File: src/rtl/spi_regs_pkg.sv
package spi_regs_pkg;
  parameter int unsigned ADDR_W  = 8;
  parameter int unsigned DATA_W  = 32;
  parameter int unsigned Q_DEPTH = 8;
  parameter int unsigned Q_CNT_W = $clog2(Q_DEPTH + 1);
  parameter int unsigned N_EVT   = 3;

  parameter logic [7:0] OFF_CTRL  = 8'h00;
  parameter logic [7:0] OFF_CLK   = 8'h04;
  parameter logic [7:0] OFF_TXWS  = 8'h08;
  parameter logic [7:0] OFF_RXWS  = 8'h0c;
  parameter logic [7:0] OFF_FRAME = 8'h10;
  parameter logic [7:0] OFF_STAT  = 8'h14;
  parameter logic [7:0] OFF_IEN   = 8'h18;
  parameter logic [7:0] OFF_ICLR  = 8'h1c;
  parameter logic [7:0] OFF_QCTL  = 8'h20;
  parameter logic [7:0] OFF_DATA  = 8'h24;

  // event vector index
  typedef enum logic [1:0] {EV_OVR = 2'd0, EV_RXC = 2'd1, EV_TXC = 2'd2} evt_e;

  typedef struct packed {
    logic [7:0] ratio;
    logic       cap_edge;
    logic       idle_lvl;
    logic       delay;
  } clk_cfg_t;
endpackage

File: src/rtl/spi_fifo.sv
module spi_fifo #(
  parameter int unsigned DATA_W = 32,
  parameter int unsigned DEPTH  = 8,
  parameter int unsigned CNT_W  = $clog2(DEPTH + 1)
) (
  input  logic              clk_i,
  input  logic              rst_ni,
  input  logic              flush_i,
  input  logic              push_i,
  input  logic [DATA_W-1:0] wdata_i,
  input  logic              pop_i,
  output logic [DATA_W-1:0] rdata_o,
  output logic [CNT_W-1:0]  count_o,
  output logic              full_o,
  output logic              empty_o
);
  localparam int unsigned PTR_W = $clog2(DEPTH);

  logic [DATA_W-1:0] mem [DEPTH];
  logic [PTR_W-1:0]  wr_ptr, rd_ptr;
  logic              do_push, do_pop;

  assign full_o  = (count_o == CNT_W'(DEPTH));
  assign empty_o = (count_o == '0);
  assign do_push = push_i && !full_o && !flush_i;
  assign do_pop  = pop_i && !empty_o && !flush_i;
  assign rdata_o = mem[rd_ptr];

  function automatic logic [PTR_W-1:0] nxt(input logic [PTR_W-1:0] p);
    return (p == PTR_W'(DEPTH - 1)) ? '0 : p + PTR_W'(1);
  endfunction

  always_ff @(posedge clk_i) begin
    if (do_push) mem[wr_ptr] <= wdata_i;
  end

  always_ff @(posedge clk_i or negedge rst_ni) begin
    if (!rst_ni) begin
      wr_ptr  <= '0;
      rd_ptr  <= '0;
      count_o <= '0;
    end else if (flush_i) begin
      wr_ptr  <= '0;
      rd_ptr  <= '0;
      count_o <= '0;
    end else begin
      if (do_push) wr_ptr <= nxt(wr_ptr);
      if (do_pop)  rd_ptr <= nxt(rd_ptr);
      count_o <= count_o + CNT_W'(do_push) - CNT_W'(do_pop);
    end
  end


  fifo_cap_chk: assert property (@(posedge clk_i) disable iff (!rst_ni)
    count_o <= CNT_W'(DEPTH));

  fifo_full_hold_chk: assert property (@(posedge clk_i) disable iff (!rst_ni)
    (full_o && push_i && !pop_i && !flush_i) |=> $stable(count_o));

  fifo_flush_chk: assert property (@(posedge clk_i) disable iff (!rst_ni)
    flush_i |=> empty_o);
endmodule

File: src/rtl/spi_evt_flags.sv
module spi_evt_flags #(
  parameter int unsigned N = 3
) (
  input  logic         clk_i,
  input  logic         rst_ni,
  input  logic [N-1:0] set_i,
  input  logic [N-1:0] clr_i,
  input  logic [N-1:0] mask_i,
  output logic [N-1:0] flag_o,
  output logic         irq_o
);
  for (genvar i = 0; i < N; i++) begin : g_flag
    always_ff @(posedge clk_i or negedge rst_ni) begin
      if (!rst_ni)       flag_o[i] <= 1'b0;
      else if (set_i[i]) flag_o[i] <= 1'b1;  // new event beats clear
      else if (clr_i[i]) flag_o[i] <= 1'b0;
    end


    flag_sticky_chk: assert property (@(posedge clk_i) disable iff (!rst_ni)
      (flag_o[i] && !clr_i[i]) |=> flag_o[i]);
  end

  assign irq_o = |(flag_o & mask_i);
endmodule

File: src/rtl/spi_reg_front.sv
module spi_reg_front
  import spi_regs_pkg::*;
#(
  parameter int unsigned AW    = ADDR_W,
  parameter int unsigned DW    = DATA_W,
  parameter int unsigned DEPTH = Q_DEPTH
) (
  input  logic          clk_i,
  input  logic          rst_ni,
  input  logic [AW-1:0] addr_i,
  input  logic          wr_i,
  input  logic          rd_i,
  input  logic [31:0]   wdata_i,
  output logic [31:0]   rdata_o,
  output logic          irq_o,
  input  logic          busy_i,
  output logic          tx_valid_o,
  input  logic          tx_ready_i,
  output logic [DW-1:0] tx_data_o,
  input  logic          rx_valid_i,
  input  logic [DW-1:0] rx_data_i,
  output logic          enable_o,
  output logic [7:0]    clk_ratio_o,
  output logic          cap_edge_o,
  output logic          idle_level_o,
  output logic          clk_delay_o,
  output logic          frame_pol_o,
  output logic          frame_start_o,
  output logic [5:0]    tx_word_len_o,
  output logic [1:0]    tx_fmt_o,
  output logic [5:0]    tx_data_len_o,
  output logic [1:0]    rx_fmt_o,
  output logic [5:0]    rx_data_len_o
);
  localparam int unsigned CW = $clog2(DEPTH + 1);

  function automatic logic hit(input logic [AW-1:0] a, input logic [7:0] off);
    return a == AW'(off);
  endfunction

  clk_cfg_t        clk_q;
  logic [3:0]      tx_thr_q, rx_thr_q;
  logic [N_EVT-1:0] ien_q, flags, ev_set, ev_clr;
  logic            en_q;
  logic [31:0]     rd_mux;

  logic            tx_full, tx_empty, rx_full, rx_empty;
  logic [CW-1:0]   tx_cnt, rx_cnt;
  logic [DW-1:0]   rx_head;
  logic            tx_flush, rx_flush, tx_push, tx_pop, rx_push, rx_pop;
  logic [CW:0]     tx_lvl_next, rx_lvl_next;

  wire wr_ctl = wr_i && hit(addr_i, OFF_QCTL);
  assign tx_flush = wr_ctl && wdata_i[12];
  assign rx_flush = wr_ctl && wdata_i[4];
  assign tx_push  = wr_i && hit(addr_i, OFF_DATA) && !tx_full && !tx_flush;
  assign tx_valid_o = en_q && !tx_empty;
  assign tx_pop   = tx_valid_o && tx_ready_i && !tx_flush;
  assign rx_push  = rx_valid_i && !rx_full && !rx_flush;
  assign rx_pop   = rd_i && hit(addr_i, OFF_DATA) && !rx_empty && !rx_flush;

  spi_fifo #(.DATA_W(DW), .DEPTH(DEPTH), .CNT_W(CW)) u_txq (
    .clk_i, .rst_ni, .flush_i(tx_flush), .push_i(tx_push), .wdata_i(wdata_i[DW-1:0]),
    .pop_i(tx_pop), .rdata_o(tx_data_o), .count_o(tx_cnt), .full_o(tx_full),
    .empty_o(tx_empty));

  spi_fifo #(.DATA_W(DW), .DEPTH(DEPTH), .CNT_W(CW)) u_rxq (
    .clk_i, .rst_ni, .flush_i(rx_flush), .push_i(rx_push), .wdata_i(rx_data_i),
    .pop_i(rx_pop), .rdata_o(rx_head), .count_o(rx_cnt), .full_o(rx_full),
    .empty_o(rx_empty));

  // levels left after this cycle's traffic
  assign tx_lvl_next = {1'b0, tx_cnt} + (CW+1)'(tx_push) - (CW+1)'(tx_pop);
  assign rx_lvl_next = {1'b0, rx_cnt} + (CW+1)'(rx_push) - (CW+1)'(rx_pop);

  always_comb begin
    ev_set         = '0;
    ev_set[EV_TXC] = tx_pop && (int'(tx_lvl_next) <= int'(tx_thr_q));
    ev_set[EV_RXC] = rx_push && (int'(rx_lvl_next) >= int'(rx_thr_q));
    ev_set[EV_OVR] = rx_valid_i && rx_full;
    ev_clr         = '0;
    if (wr_i && hit(addr_i, OFF_ICLR)) ev_clr = {wdata_i[4], wdata_i[3], wdata_i[0]};
  end

  spi_evt_flags #(.N(N_EVT)) u_evt (
    .clk_i, .rst_ni, .set_i(ev_set), .clr_i(ev_clr), .mask_i(ien_q),
    .flag_o(flags), .irq_o(irq_o));

  always_ff @(posedge clk_i or negedge rst_ni) begin
    if (!rst_ni) begin
      en_q <= 1'b0;  clk_q <= '0;
      tx_word_len_o <= '0; tx_fmt_o <= '0; tx_data_len_o <= '0;
      rx_fmt_o <= '0; rx_data_len_o <= '0;
      frame_pol_o <= 1'b0; frame_start_o <= 1'b0;
      ien_q <= '0; tx_thr_q <= '0; rx_thr_q <= '0;
    end else if (wr_i) begin
      if (hit(addr_i, OFF_CTRL)) en_q <= wdata_i[0];
      if (hit(addr_i, OFF_CLK))
        clk_q <= '{ratio: wdata_i[7:0], cap_edge: wdata_i[14],
                   idle_lvl: wdata_i[13], delay: wdata_i[12]};
      if (hit(addr_i, OFF_TXWS)) begin
        tx_word_len_o <= wdata_i[13:8];
        tx_fmt_o      <= wdata_i[7:6];
        tx_data_len_o <= wdata_i[5:0];
      end
      if (hit(addr_i, OFF_RXWS)) begin
        rx_fmt_o      <= wdata_i[7:6];
        rx_data_len_o <= wdata_i[5:0];
      end
      if (hit(addr_i, OFF_FRAME)) begin
        frame_pol_o   <= wdata_i[15];
        frame_start_o <= wdata_i[14];
      end
      if (hit(addr_i, OFF_IEN)) ien_q <= {wdata_i[4], wdata_i[3], wdata_i[0]};
      if (wr_ctl) begin
        tx_thr_q <= wdata_i[11:8];
        rx_thr_q <= wdata_i[3:0];
      end
    end
  end

  assign enable_o     = en_q;
  assign clk_ratio_o  = clk_q.ratio;
  assign cap_edge_o   = clk_q.cap_edge;
  assign idle_level_o = clk_q.idle_lvl;
  assign clk_delay_o  = clk_q.delay;

  always_comb begin
    rd_mux = '0;
    unique case (1'b1)
      hit(addr_i, OFF_CTRL):  rd_mux[0] = en_q;
      hit(addr_i, OFF_CLK):   rd_mux = {17'b0, clk_q.cap_edge, clk_q.idle_lvl, clk_q.delay,
                                        4'b0, clk_q.ratio};
      hit(addr_i, OFF_TXWS):  rd_mux = {18'b0, tx_word_len_o, tx_fmt_o, tx_data_len_o};
      hit(addr_i, OFF_RXWS):  rd_mux = {24'b0, rx_fmt_o, rx_data_len_o};
      hit(addr_i, OFF_FRAME): rd_mux = {16'b0, frame_pol_o, frame_start_o, 14'b0};
      hit(addr_i, OFF_STAT):  rd_mux = {24'b0, busy_i, 1'b0, !tx_full, 4'b0, !rx_empty};
      hit(addr_i, OFF_IEN):   rd_mux = {27'b0, ien_q[EV_TXC], ien_q[EV_RXC], 2'b0, ien_q[EV_OVR]};
      hit(addr_i, OFF_ICLR):  rd_mux = {27'b0, flags[EV_TXC], flags[EV_RXC], 2'b0, flags[EV_OVR]};
      hit(addr_i, OFF_QCTL):  rd_mux = {20'b0, tx_thr_q, 4'b0, rx_thr_q};
      hit(addr_i, OFF_DATA):  rd_mux = rx_empty ? '0 : 32'(rx_head);
      default:                rd_mux = '0;
    endcase
  end

  always_ff @(posedge clk_i or negedge rst_ni) begin
    if (!rst_ni)   rdata_o <= '0;
    else if (rd_i) rdata_o <= rd_mux;
  end


  tx_gate_chk: assert property (@(posedge clk_i) disable iff (!rst_ni)
    tx_valid_o |-> enable_o);

  empty_read_chk: assert property (@(posedge clk_i) disable iff (!rst_ni)
    (rd_i && hit(addr_i, OFF_DATA) && rx_empty) |=> (rdata_o == '0 && $stable(rx_cnt)));

  overrun_flag_chk: assert property (@(posedge clk_i) disable iff (!rst_ni)
    (rx_valid_i && rx_full) |=> flags[EV_OVR]);

  busy_stat_chk: assert property (@(posedge clk_i) disable iff (!rst_ni)
    (rd_i && hit(addr_i, OFF_STAT)) |=> (rdata_o[7] == $past(busy_i)));
endmodule

File: config.mk
export PLATFORM = sky130hd
export DESIGN_NAME = spi_reg_front
export DESIGN_NICKNAME = d
export VERILOG_FILES = /design/src/rtl/spi_regs_pkg.sv /design/src/rtl/spi_fifo.sv /design/src/rtl/spi_evt_flags.sv /design/src/rtl/spi_reg_front.sv
export SDC_FILE = /design/constraint.sdc
export NUM_CORES = 1
export LEC_CHECK = 0
export ABC_AREA = 1
export BUFFER_PORTS_ARGS = -buffer_cell sky130_fd_sc_hd__buf_2
export CAP_MARGIN = 40
export CORE_AREA = 4 4 296 240
export CTS_BUF_LIST = sky130_fd_sc_hd__clkbuf_4 sky130_fd_sc_hd__clkbuf_8
export CTS_CLUSTER_SIZE = 14
export DETAILED_ROUTE_END_ITERATION = 8
export DIE_AREA = 0 0 300 244
export MAX_ROUTING_LAYER = met4
export PLACE_DENSITY = 0.52
export SYNTH_ARGS = -nofsm -noshare
export SYNTH_HDL_FRONTEND = slang
export SYNTH_SLANG_ARGS = --single-unit
File: constraint.sdc
create_clock -name clk_i -period 4.29 [get_ports clk_i]
set_clock_uncertainty 0.1 [all_clocks]
set_input_delay 0.2145 -clock clk_i [delete_from_list [all_inputs] [get_ports clk_i]]
set_output_delay 0.2145 -clock clk_i [all_outputs]
set_load 0.005 [all_outputs]
==> impl_metrics.json <==
{
  "status": "finished clean",
  "antenna_found_initial": 8,
  "crit_fanout": 69,
  "die-height_um": 244,
  "grt_start_max_net_pins": 84,
  "antenna_left": 0,
  "path_class": "flop to output pin",
  "port_buffers": 180,
  "dp_hpwl_um": 40700,
  "synth.distinct_cells": 38,
  "cp.required_ps": 3980,
  "max-cap-violations": 0,
  "cts_tree": "built",
  "critPathLaunchType": "flop",
  "pwr-share-seq_pct": 44.1,
  "max_freq_ghz": 0.281,
  "clk_latency_ps": 730,
  "io_pins": 181,
  "clkSinkCount": 614,
  "grt_use_total_pct": 19.1,
  "drc": 0,
  "netlist_instances": 2218,
  "synth_area_um2": 25700,
  "worstPathArrival_ps": 3240,
  "final.setup.tns_ps": 0,
  "combPwrFrac_pct": 24.1,
  "hold_class": "input pin to asynchronous set/reset pin",
  "mostFrequentLayoutCells": "512 x edfxtp_1, 437 x nand2_1, 334 x nor2_1",
  "htreeDepth": 3,
  "period_share_pct": 83.0,
  "path_clk_slew_ps": 60,
  "die_w_um": 300,
  "hold_violations": 0,
  "root_buffer": "clkbuf_8",
  "num_rows": 86,
  "pwr_density_cell_nw_per_um2": 536,
  "swShare_pct": 31.6,
  "synth_nets": 2337,
  "finalPower_mw": 16.3,
  "cts_buffers": 99,
  "wirelength_um": 68900,
  "ys_seq_area_share_pct": 69.8,
  "syn_area_per_cell_um2": 11.6,
  "place.gp.congestion": 0.815,
  "drtIter0Drc": 1292,
  "intPower_mw": 11.1,
  "fp.dieArea_um2": 73200,
  "period_needed_ps": 3560,
  "layout-drive-gt1-share_pct": 17.7,
  "synth_seq_cells": 614,
  "p_leak_nw": 12.0,
  "vias": 17300,
  "power.switching_mw": 5.14,
  "overflow": 0,
  "final_common_cell": "edfxtp_1",
  "rsz0062_at_grt": "no",
  "worstMarginPinSlew_ps": 886,
  "finalInstanceArea_um2": 30400,
  "post-cts-setup-buffers": 0,
  "clockBufferDepth": 3,
  "n_fill_cell": 6361,
  "grt_pass1_wl_um": 104000,
  "wire_per_inst_um": 19.7,
  "placed_cell_area_um2": 27700,
  "vias_per_cell": 4.94,
  "ir_worst_vdd_mv": 0.264,
  "syn_to_final_growth_pct": 18.5,
  "clkPwrFrac_pct": 31.7,
  "setup_viol": 0,
  "coreArea_um2": 68200,
  "grt_pass1_vias": 16700,
  "r2r-start": "u_rxq.count_o[3]$_DFF_PN0_",
  "synth_ff_type": "edfxtp_1",
  "yosysWarnings": 0,
  "dr.pass1.iters": 7,
  "nNetsFinal": 2617,
  "setup.worst_path.start": "u_txq.rd_ptr[0]$_DFFE_PN0P_",
  "slew_violations": 0,
  "async_flop_share_pct": 16.6,
  "critPathCaptureType": "output pin",
  "start_util_pct": 37.6,
  "slew_headroom_pct": 40.9,
  "synth_edf_count": 512
}
sequential cells by signal, summed over array words and instances, names as in the netlist, 6 cells and up:
signal         cells
u_rxq.mem        256
tx_data_len_o      6
clk_ratio_o        8
u_txq.mem        256
rdata_o           32
rx_data_len_o      6
tx_word_len_o      6
logic make-up (layout without fill, tap and decap cells):
kind of cell	after synthesis	count (layout)	share of synthesized area (%)
other cells	0	7	0
buf+inv	253	607	4.23
fa+ha+maj	40	40	2.07
simple gates	955	955	15.3
mux	4	4	0.175
xor+xnor	9	9	0.307
flops	614	614	69.8
compound gates	343	343	8.05
cells in the mapped netlist (2+ instances only):
cell type	instances	area share (%)
a21oi_1	35	0.68
a22oi_1	4	0.12
buf_1	6	0.088
buf_2	50	0.97
buf_4	11	0.32
buf_6	4	0.18
clkbuf_1	44	0.64
dfrtp_1	102	9.9
edfxtp_1	512	60
fa_1	4	0.31
ha_1	36	1.8
inv_1	122	1.8
inv_2	15	0.22
mux2_1	3	0.13
nand2_1	437	6.4
nand2_2	10	0.24
nand2_4	6	0.26
nand3_1	126	2.5
nand4_1	2	0.049
nor2_1	342	5.0
nor2_2	6	0.15
nor2_8	3	0.23
nor3_1	8	0.16
o211ai_1	31	0.91
o21a_1	3	0.088
o21ai_0	159	3.1
o21ai_1	42	0.82
o21ai_2	3	0.10
o32ai_1	64	2.2
or2_1	13	0.32
xor2_1	8	0.27
final timing paths:
kind / end / slack (ps) / cells after the start
max: tx_data_o[12] / 730 / 7
min: rx_data_len_o[0]$_DFFE_PN0P_ / 80 / 2
max reg2reg: u_evt.flag_o[1]$_DFFE_PN0P_ / 880 / 19
min reg2reg: rdata_o[2]$_DFFE_PN0P_ / 380 / 2
max in group asynchronous: u_txq.rd_ptr[0]$_DFFE_PN0P_ / 3100 / 3
min in group clk_i: rdata_o[15]$_DFFE_PN0P_ / 100 / 6
critical path, cell delays in order, from the launching register on:
cell and delay (ps):
dfrtp_4 410, buf_4 590, buf_4 650, nor2_1 110, o32ai_1 280, nand2_1 80
nand2_1 170, buf_2 140
power groups by stage:
stage          clock, mW  sequential, mW  combinational [mW]
6_report            5.17            7.19                3.93
5_1_grt             5.61            7.23                4.44
4_1_cts             5.33            7.19                4.00
3_5_place_dp           0            7.31                3.93
3_3_place_gp           0            7.30                3.86
2_1_floorplan          0            7.19                2.60
what timing repair did:
action                    in CTS  in global routing
gates resized for setup        0                  0
hold endpoints to repair     644                  0
hold buffers                  72                  0
final cells by class:
class	instances	area (um2)	share of cell area, %
sequential	614	17900	59.0
multi-input combinational	1351	6760	22.2
timing repair buffer	294	2000	6.56
clock buffer	142	1720	5.66
tap	924	1160	3.80
inverter	138	523	1.72
clock inverter	33	307	1.01
antenna	7	17.5	0.0576
stage by stage:
step	hold WS, ps	worst slack (ps)	util (%)	std cells
after floorplan	-181	488	-	2218
after global routing	83.8	462	44.6	3503
after detailed placement	266	830	40.5	3249
after global placement	262	919	40.5	3247
after CTS	12.7	691	44.6	3496
final	78.4	731	44.6	3503
routing by layer:
layer / share of wire (%) / global-route usage, % / wire length [um] / vias up
li1: - / - / - / 8275
met1: 46 / 26.0 / 31400 / 8469
met2: 46 / 28.9 / 31500 / 458
met3: 6.5 / 4.54 / 4460 / 104
met4: 2.3 / 5.25 / 1590 / 0
met5: 0 / - / 0 / -
Note: power is estimated with default switching activity, not from simulation.
